==> src/rtl/burst_cycle_ctrl.sv <==
`timescale 1ns/100ps
module burst_cycle_ctrl #(
  parameter int AW    = 18,
  parameter int LANES = 4,
  parameter int LW    = 9,
  localparam int DW   = LANES * LW
) (
  input  logic             clk,
  input  logic             rst_n,
  input  logic             order_il,
  input  logic             sel_en_n,
  input  logic             sel_pos,
  input  logic             sel_neg_n,
  input  logic             cpu_strb_n,
  input  logic             ctl_strb_n,
  input  logic             step_n,
  input  logic             wall_n,
  input  logic             lane_gate_n,
  input  logic [LANES-1:0] lane_n,
  input  logic             out_en_n,
  input  logic             sleep,
  input  logic [AW-1:0]    addr_in,
  input  logic [DW-1:0]    wdata_in,
  output logic             chip_active,
  output logic             load_addr,
  output logic             adv_step,
  output logic [AW-1:0]    mem_addr,
  output logic [LANES-1:0] wr_lane,
  output logic [DW-1:0]    wr_data,
  output logic             dq_oe
);

  logic             awake, chip_ok, cpu_go, ctl_go, start, begin_ok, step;
  logic             sel_q, sel_nxt, ld_q, st_q;
  logic [LANES-1:0] req, wr_q, wr_nxt;
  logic [AW-3:0]    hi_q;
  logic [1:0]       base_lo_q, lo_q, cnt_q, cnt_nxt, lo_nxt;
  logic [DW-1:0]    din_q;

  assign awake    = !sleep;
  assign chip_ok  = !sel_en_n && sel_pos && !sel_neg_n;
  assign cpu_go   = !cpu_strb_n && !sel_en_n;
  assign ctl_go   = !ctl_strb_n;
  assign start    = cpu_go || ctl_go;
  assign begin_ok = start && chip_ok;
  assign step     = !start && sel_q && !step_n;

  assign req = !wall_n      ? {LANES{1'b1}} :
               !lane_gate_n ? ~lane_n       : '0;

  always_comb begin
    wr_nxt = '0;
    if (begin_ok && !cpu_go) wr_nxt = req;
    else if (!start && sel_q) wr_nxt = req;
  end

  assign sel_nxt = start ? chip_ok : sel_q;
  assign cnt_nxt = cnt_q + 2'd1;
  assign lo_nxt  = order_il ? (base_lo_q ^ cnt_nxt) : (base_lo_q + cnt_nxt);

  always_ff @(posedge clk or negedge rst_n) begin
    if (!rst_n) begin
      sel_q     <= 1'b0;
      wr_q      <= '0;
      din_q     <= '0;
      ld_q      <= 1'b0;
      st_q      <= 1'b0;
      hi_q      <= '0;
      base_lo_q <= '0;
      lo_q      <= '0;
      cnt_q     <= '0;
    end else if (awake) begin
      sel_q <= sel_nxt;
      wr_q  <= wr_nxt;
      din_q <= wdata_in;
      ld_q  <= begin_ok;
      st_q  <= step;
      if (begin_ok) begin
        hi_q      <= addr_in[AW-1:2];
        base_lo_q <= addr_in[1:0];
        lo_q      <= addr_in[1:0];
        cnt_q     <= '0;
      end else if (step) begin
        cnt_q <= cnt_nxt;
        lo_q  <= lo_nxt;
      end
    end
  end

  assign chip_active = sel_q;
  assign load_addr   = ld_q;
  assign adv_step    = st_q;
  assign mem_addr    = {hi_q, lo_q};
  assign wr_lane     = wr_q & {LANES{awake}};
  assign wr_data     = din_q;
  assign dq_oe       = sel_q && (wr_q == '0) && !out_en_n && awake;

  AST_DESEL_CLEAN: assert property (@(posedge clk) disable iff (!rst_n) (awake && start && !chip_ok) |=> (!chip_active && wr_lane == '0));
  AST_CPU_READS: assert property (@(posedge clk) disable iff (!rst_n) (awake && cpu_go && chip_ok) |=> (wr_lane == '0));
  AST_GLOBAL_WR: assert property (@(posedge clk) disable iff (!rst_n) (awake && !wall_n && sel_nxt && !(cpu_go && chip_ok)) |=> (&wr_q));
  AST_SUSPEND_HOLD: assert property (@(posedge clk) disable iff (!rst_n) (awake && !start && step_n) |=> $stable(mem_addr));
  AST_BURST_GROUP: assert property (@(posedge clk) disable iff (!rst_n) (awake && !start) |=> (mem_addr[AW-1:2] == $past(mem_addr[AW-1:2])));
  AST_SLEEP_FREEZE: assert property (@(posedge clk) disable iff (!rst_n) sleep |=> ($stable(mem_addr) && $stable(chip_active)));

  always_comb begin
    if (dq_oe) AST_WR_NO_OE: assert (wr_lane == '0);
  end

endmodule

==> config.mk <==
export PLATFORM = sky130hd
export DESIGN_NAME = burst_cycle_ctrl
export DESIGN_NICKNAME = d
export VERILOG_FILES = /design/src/rtl/burst_cycle_ctrl.sv
export SDC_FILE = /design/constraint.sdc
export NUM_CORES = 1
export LEC_CHECK = 0
export ABC_AREA = 1
export BUFFER_PORTS_ARGS = -buffer_cell sky130_fd_sc_hd__buf_2
export CAP_MARGIN = 20
export CORE_MARGIN = 2
export CORE_UTILIZATION = 51
export CTS_BUF_LIST = sky130_fd_sc_hd__clkbuf_2 sky130_fd_sc_hd__clkbuf_4 sky130_fd_sc_hd__clkbuf_8
export CTS_CLUSTER_DIAMETER = 40
export DETAILED_ROUTE_END_ITERATION = 16
export PLACE_DENSITY = 0.89
export SETUP_SLACK_MARGIN = 0.15
export SYNTH_ARGS = -nofsm -noshare
export SYNTH_HDL_FRONTEND = slang
export SYNTH_SLANG_ARGS = --single-unit
export TNS_END_PERCENT = 1
==> constraint.sdc <==
create_clock -name clk -period 2 [get_ports clk]
set_clock_uncertainty 0.15 [all_clocks]
set_input_delay 0.4 -clock clk [delete_from_list [all_inputs] [get_ports clk]]
set_output_delay 0.4 -clock clk [all_outputs]
set_load 0.005 [all_outputs]
# [Yosys cells after proc, flatten, opt, wreduce, memory -nomap -nowiden]
# Cells that the tools add are included.
[word_totals] register_bits=65 in_bits=71 output_inout_bits=62 word_cells=49
[op_classes] n_addsub=2 n_mux=9 n_bitwise=4 reduce_logical=25
[op_table] operator="$mux 4" n=4
[op_table] operator="$logic_and 1x1->1" n=10
[op_table] operator="$mux 2" n=5
[op_table] operator="$logic_not 1->1" n=9
[op_table] operator="$reduce_and 2->1" n=3
[op_table] operator="$and 4x4->4" n=1
[op_table] operator="$logic_not 4->1" n=1
[op_table] operator="$not 4->4" n=1
[op_table] operator="$add 2x1->2 const B" n=1
[op_table] operator="$add 2x2->2" n=1
[op_table] operator="$reduce_bool 2->1" n=1
[op_table] operator="$xor 2x2->2" n=1
[op_table] operator="$logic_or 1x1->1" n=1
[op_table] operator="$not 1->1" n=1

# [Longest topological paths before layout]
# Gate-level depths: netlist (run 1).
[logic_depth] word_depth=8 ltp_mapped=9 mapped_depth_nobuf=9

# [Least setup slack after synthesis (run 1)]
# OpenSTA, ideal clock, no wires.
[synth_timing] path_kind="input port to output port" start="input sleep" end="output wr_lane[0]" arrival_ps=919 required_time_ps=1450 slack_ps=531 stages=3 n_path_buf=2 cell_sequence="buf_2 -> buf_1 -> nor2_1"
[synth_via] elab_chain_cells=2
[synth_rtl] element="start: declaration" line_no="21" text="input logic sleep,"
[synth_rtl] element="$logic_not 1->1" line_no="40" text="assign awake = !sleep;"
[synth_rtl] element="$and 4x4->4" line_no="94" text="assign wr_lane = wr_q & {LANES{awake}};"
[synth_rtl] element="end: declaration" line_no="28" text="output logic [LANES-1:0] wr_lane,"
# Every way passes these cells.

# [Worst setup path after layout (run 1)]
[layout_timing] start="register wr_q[0]" end="output dq_oe"
[layout_via] elab_chain_cells=4
[layout_rtl] element="start: declaration" line_no="35" text="logic [LANES-1:0] req, wr_q, wr_nxt;"
[layout_rtl] element="start signal: assignment" line_no="74" text="wr_q <= wr_nxt;"
[layout_rtl] element="$logic_not 4->1" line_no="96" text="assign dq_oe = sel_q && (wr_q == '0) && !out_en_n && awake;"
[layout_rtl] element="$logic_and 1x1->1 (3 in a row)" line_no="96"
[layout_rtl] element="end: declaration" line_no="30" text="output logic dq_oe"
# Every way passes these cells.

==> impl_metrics.tcl, run 1 <==
set metrics [dict create \
    io_pins 133 \
    antenna_found_initial 0 \
    cp.buffers_inverters 2 \
    synth.most_common_cell "nand2_1" \
    clock-sinks 65 \
    grt_max_degree 66 \
    place_ws_ns 0.04852 \
    path_clk_slew_ns 0.08 \
    nNetsFinal 524 \
    row_count 26 \
    globalplace.congestion 0.8009 \
    setup_ws_ns 0.2656 \
    fill_cells 399 \
    crit_path_max_incr_delay_ns 0.38 \
    avgRoutedWirePerCell_um 12.06 \
    num_antenna_cells 0 \
    drv_cap 0 \
    synth.avg_cell_area_um2 8.465 \
    setup_viol 0 \
    ctsRootBufferMaster "clkbuf_8" \
    clock_latency_ns 0.32 \
    die_x_um 76.43 \
    die_height_um 76.43 \
    hold_viol 0 \
    finalSetupTns_ns 0 \
    dr.pass1.iters 5 \
    grt_setup_unrepaired "no" \
    status "finished, final reports clean" \
    syn_inst 316 \
    grtUsageTotal 0.2410 \
    reg2reg_from "cnt_q[0]$_DFFE_PN0P_" \
    crit_fanout 2 \
    relSlewSlack 0.6670 \
    drive_above_1_share 0.3479 \
    crit_family "flip-flops" \
    synth_top_area_frac 0.6080 \
    worst_pin_slew_ns 0.4943 \
    setup.worst_path.end_class "output port" \
    ir_drop_mv 0.5423 \
    ys_top_cells_by_area "dfrtp_1, nand2_1, nand3_1" \
    initial_core_util 0.5271 \
    tritoncts "built" \
    slowest_stage "dfrtp_1" \
    grt_pass1_vias 2521 \
    ff2ff_setup_slack_ns 0.65 \
    layout_min_cycle_time_ns 1.734 \
    seqCellArea_um2 1627 \
    hold_depth 3 \
    pwr_density_cell_nw_per_um2 952.9 \
    antenna_left 0 \
    ys_ff_latch 65 \
    hold_end "wr_data[25]$_DFFE_PN0N_" \
    grt-ovfl-total 0 \
    min_period_over_period 0.8672 \
    leakage_nw 2.181 \
    dieArea_um2 5841 \
    multi_input_area_um2 940.9 \
    ys.flop_type "dfrtp_1" \
    yosysUniqueCellTypes 21 \
    routed_wl_um 6354 \
    yosysTopAreaCell "dfrtp_1" \
    hold_start "wdata_in[25]" \
    cts_made_buffers 9 \
    hpwl_um 4587 \
    r2r_end "lo_q[1]$_DFFE_PN0P_" \
    crit_required_ns 1.45 \
    clockBufferDepth 2 \
    viasPerCell 4.723 \
    core_um2 5075 \
    grt_pass1_wl_um 11120 \
    worstPathArrival_ns 1.18 \
    finalMaxSlewViolations 0 \
    syn_nets 388 \
    port-buffer-count 132 \
    syn_to_final_growth_pct 36.62 \
    drc 0 \
    htree_levels 3 \
    ys_seq_area_frac 0.6080 \
    worstSetupPathType "flip-flop to output port" \
    yosysWarningCount 0 \
    num_vias 2489 \
    async_reset_ff_frac 1.000 \
    hold_class "input port to flip-flop" \
    worstSetupStartpointType "flip-flop" \
    initialDrtViolationCount 119 \
    syn-cell-area_um2 2675 \
    synth_edf_count 0 \
    path_cells "inv_1 -> nand4_1 -> nor4_2 -> buf_2" \
    reg2regPathDepth 9 \
    max_freq_mhz 576.6 \
    synthTopCellsByCount "nand2_1, dfrtp_1, nand3_1, inv_1, o21ai_0" \
]
cell type report:
type,count,area share
multi-input combinational,224,0.2574
tap,70,0.02396
sequential,65,0.4451
clock buffer,11,0.04142
clock inverter,5,0.02123
timing repair buffer,137,0.1951
inverter,15,0.01575
registers in the layout, summed over array words and instances (netlist names):
| signal | count |
|---|---|
| wr_data | 36 |
| cnt_q | 2 |
| load_addr | 1 |
| wr_q | 4 |
| hi_q | 16 |
| chip_active | 1 |
| adv_step | 1 |
| lo_q | 2 |
| base_lo_q | 2 |
metrics by stage:
| step | util | total power [mW] | area (um^2) | hold slack [ns] | instances |
|---|---|---|---|---|---|
| after floorplan | - | 1.921 | 2675 | -0.04559 | 316 |
| after global placement | 0.6718 | 2.229 | 3410 | 0.2832 | 510 |
| after detailed placement | 0.6718 | 2.256 | 3410 | 0.2899 | 510 |
| after CTS | 0.7189 | 3.505 | 3649 | 0.09735 | 527 |
| after global routing | 0.7202 | 3.684 | 3655 | 0.09949 | 527 |
| final | 0.7202 | 3.483 | 3655 | 0.1067 | 527 |
routing by layer:
metal / global-route usage / vias to the layer above / wire length [um]
met5: 0 / - / 0
met4: 0.09455 / 0 / 68
met3: 0.06991 / 6 / 519
met1: 0.2923 / 1148 / 2671
li1: - / 1237 / -
met2: 0.4071 / 98 / 3095
tightest hold or removal path, stage by stage:
cell     delay [ns]
buf_2          0.07
nand2_1        0.04
nand2_1        0.04
cells by family (layout without fill, tap and decap cells):
kind of cell             count (synthesis)  after routing  share of synthesized area
AO/OA/AOI/OAI                           12             12                    0.02947
adder cells (fa/ha/maj)                  1              1                   0.004677
buffers and inverters                   27            168                    0.04256
flip-flops                              65             65                     0.6080
AND/OR/NAND/NOR                        211            211                     0.3153
cell usage in the layout, fill, tap and decap left out, drive strengths merged:
cell and count:
clkinv 4, dfrtp 65, o21ai 10, ha 1
a21oi 2, buf 136, nand2 186, nand4 1
dlygate4sd3 1, nor2 6, nor4 1, inv 13
nor3 1, clkbuf 11, and2 1, clkinvlp 1
nand3 15, bufinv 2
what timing repair did:
action | CTS | global route
hold endpoints to repair | 65 | 0
hold buffers | 1 | 0
endpoints found under the setup margin | 0 | 1
gates resized for setup | 0 | 1
setup buffers | 0 | 0
how the worst max path moves through the flow:
| stage | startpoint | cells after the start | slack (ns) | end |
|---|---|---|---|---|
| after floorplan | sleep | 3 | 0.53 | wr_lane[0] |
| after global placement | sleep | 7 | 0.13 | hi_q[14]$_DFFE_PN0P_ |
| after detailed placement | sleep | 7 | 0.05 | hi_q[8]$_DFFE_PN0P_ |
| after CTS | wr_q[0]$_DFFE_PN0N_ | 4 | 0.21 | dq_oe |
| after global routing | wr_q[0]$_DFFE_PN0N_ | 4 | 0.17 | dq_oe |
| final | wr_q[0]$_DFFE_PN0N_ | 4 | 0.27 | dq_oe |
where the power goes:
part           internal, mW  switching [mW]  leakage (nW)
Sequential             1.50           0.111         0.813
Combinational         0.290           0.334          1.25
Clock                 0.766           0.482         0.115
Power figures use the tool's default switching activity.
==> run 2, diff against run 1 <==
==> constraint.sdc (replaced) <==
create_clock -name clk -period 2 [get_ports clk]
set_clock_uncertainty 0.15 [all_clocks]
set_input_delay 0.4 -clock clk [delete_from_list [all_inputs] [get_ports clk]]
set_output_delay 0.4 -clock clk [all_outputs]
set_load 0.01 [all_outputs]
==> impl_metrics.tcl, run 2 (synthesis gave the netlist of run 1 again) <==
set metrics [dict create \
    switching_share 0.2854 \
    hold_viol 0 \
    crit_fanout 2 \
    num_vias 2478 \
    viasPerCell 4.693 \
    ff2ff_setup_slack_ns 0.67 \
    fill_cells 397 \
    clockBufferDepth 2 \
    postPlaceCellArea_um2 3417 \
    place_ws_ns 0.2195 \
    port-buffer-count 132 \
    drc 0 \
    hold_depth 3 \
    grt_pass1_vias 2389 \
    tritoncts "built" \
    routed_wl_um 6241 \
    finalPower_mw 3.492 \
    path_clk_slew_ns 0.07 \
    clock_latency_ns 0.33 \
    worstSetupPathType "flip-flop to output port" \
    drv_cap 0 \
    globalplace.congestion 0.7731 \
    finalMaxSlewViolations 0 \
    grt_max_degree 66 \
    io_pins 133 \
    setup_ws_ns 0.1908 \
    crit_required_ns 1.45 \
    reg2reg_from "cnt_q[0]$_DFFE_PN0P_" \
    power_frac_seq 0.461 \
    r2r_end "lo_q[1]$_DFFE_PN0P_" \
    status "finished, final reports clean" \
    worstSetupStartpointType "flip-flop" \
    leakage_nw 2.179 \
    grt_pass1_wl_um 10670 \
    pwr_density_cell_nw_per_um2 956.1 \
    hpwl_um 4554 \
    setup_viol 0 \
    dieArea_um2 5841 \
    worstPathArrival_ns 1.26 \
    hold_end "wr_data[13]$_DFFE_PN0N_" \
    design_area_um2 3652 \
    core_um2 5075 \
    relSlewSlack 0.6998 \
    cts_made_buffers 9 \
    avgRoutedWirePerCell_um 11.82 \
    grt-ovfl-total 0 \
    grt_setup_unrepaired "yes" \
    layout_min_cycle_time_ns 1.809 \
    nNetsFinal 525 \
    die_x_um 76.43 \
    pwr-share-comb 0.198 \
    switching_power_mw 0.9965 \
    row_count 26 \
    max_freq_mhz 552.7 \
    ir_drop_mv 0.6687 \
    clock-sinks 65 \
    setup.worst_path.end_class "output port" \
    dr.pass1.iters 6 \
    drive_above_1_share 0.3493 \
    num_antenna_cells 0 \
    hold_class "input port to flip-flop" \
    layout_common_cells "nand2_1, buf_2, dfrtp_1" \
    syn_to_final_growth_pct 36.53 \
    htree_levels 3 \
    die_height_um 76.43 \
    internal_power_mw 2.496 \
    layout_commonest_cell "nand2_1" \
    initial_core_util 0.5271 \
    worst_pin_slew_ns 0.4456 \
    hold_start "wdata_in[13]" \
    ctsRootBufferMaster "clkbuf_8" \
    finalSetupTns_ns 0 \
    initialDrtViolationCount 116 \
    grtUsageTotal 0.2294 \
    antenna_left 0 \
    clock_power_share 0.341 \
    reg2regPathDepth 9 \
    antenna_found_initial 0 \
    min_period_over_period 0.9046 \
    largest_register_ffs 36 \
]
==> run 2: cell types whose count changed in the layout (fill, tap and decap cells not counted) <==
| cell | change |
|---|---|
| clkbuf_8 | -2 |
| buf_4 | +1 |
| clkinv_4 | +2 |
==> run 2: cell type report <==
type                    count  area (um^2)  share of cell area
flip-flops and latches     65         1627              0.4454
repair buffers            138        720.7              0.1973
multi-input cells         224        940.9              0.2576
inverters                  15        57.56             0.01576
well taps                  70        87.58             0.02398
clock inverters             7        95.09             0.02604
clock buffers               9        123.9             0.03392
==> run 2: critical path, stage by stage (launching register included) <==
cell and delay, ns:
dfrtp_1 0.38, inv_1 0.08, nand4_1 0.12, nor4_2 0.18, buf_2 0.18
==> run 2: through the flow <==
stage | hold WS [ns] | utilization | std cells
floorplan | -0.04559 | - | 316
global placement | 0.2833 | 0.6733 | 511
detailed placement | 0.2902 | 0.6733 | 511
CTS | 0.09608 | 0.7197 | 528
global route | 0.09835 | 0.7197 | 528
finish | 0.1081 | 0.7197 | 528
==> run 2: worst max path at each step <==
stage                              startpoint                  end  depth (start not counted)
after floorplan                         sleep                dq_oe                          3
after global placement               sel_en_n  hi_q[7]$_DFFE_PN0P_                          6
after detailed placement                sleep  hi_q[7]$_DFFE_PN0P_                          7
after CTS                 wr_q[0]$_DFFE_PN0N_                dq_oe                          4
after global routing      wr_q[0]$_DFFE_PN0N_                dq_oe                          4
final                     wr_q[0]$_DFFE_PN0N_                dq_oe                          4
==> run 2: what timing repair did <==
item                                    CTS  global route
cloned                                    0             0
gates resized for setup                   1             0
endpoints found under the hold margin    65             0
setup buffers                             0             0
endpoints found under the setup margin    1             1
hold buffers                              1             0
==> run 2: per-layer routing <==
layer	vias to the layer above	global-route usage	routed length, um
met1	1131	0.2801	2670
li1	1243	-	-
met4	0	0.09818	82
met5	-	0	0
met3	8	0.06280	433
met2	96	0.3841	3055
==> run 2: power groups by stage <==
| stage | combinational, mW | clock, mW | sequential (mW) |
|---|---|---|---|
| finish | 0.691 | 1.19 | 1.61 |
| global route | 0.781 | 1.27 | 1.64 |
| CTS | 0.700 | 1.21 | 1.61 |
| detailed placement | 0.697 | 0 | 1.63 |
| global placement | 0.674 | 0 | 1.62 |
| floorplan | 0.288 | 0 | 1.70 |
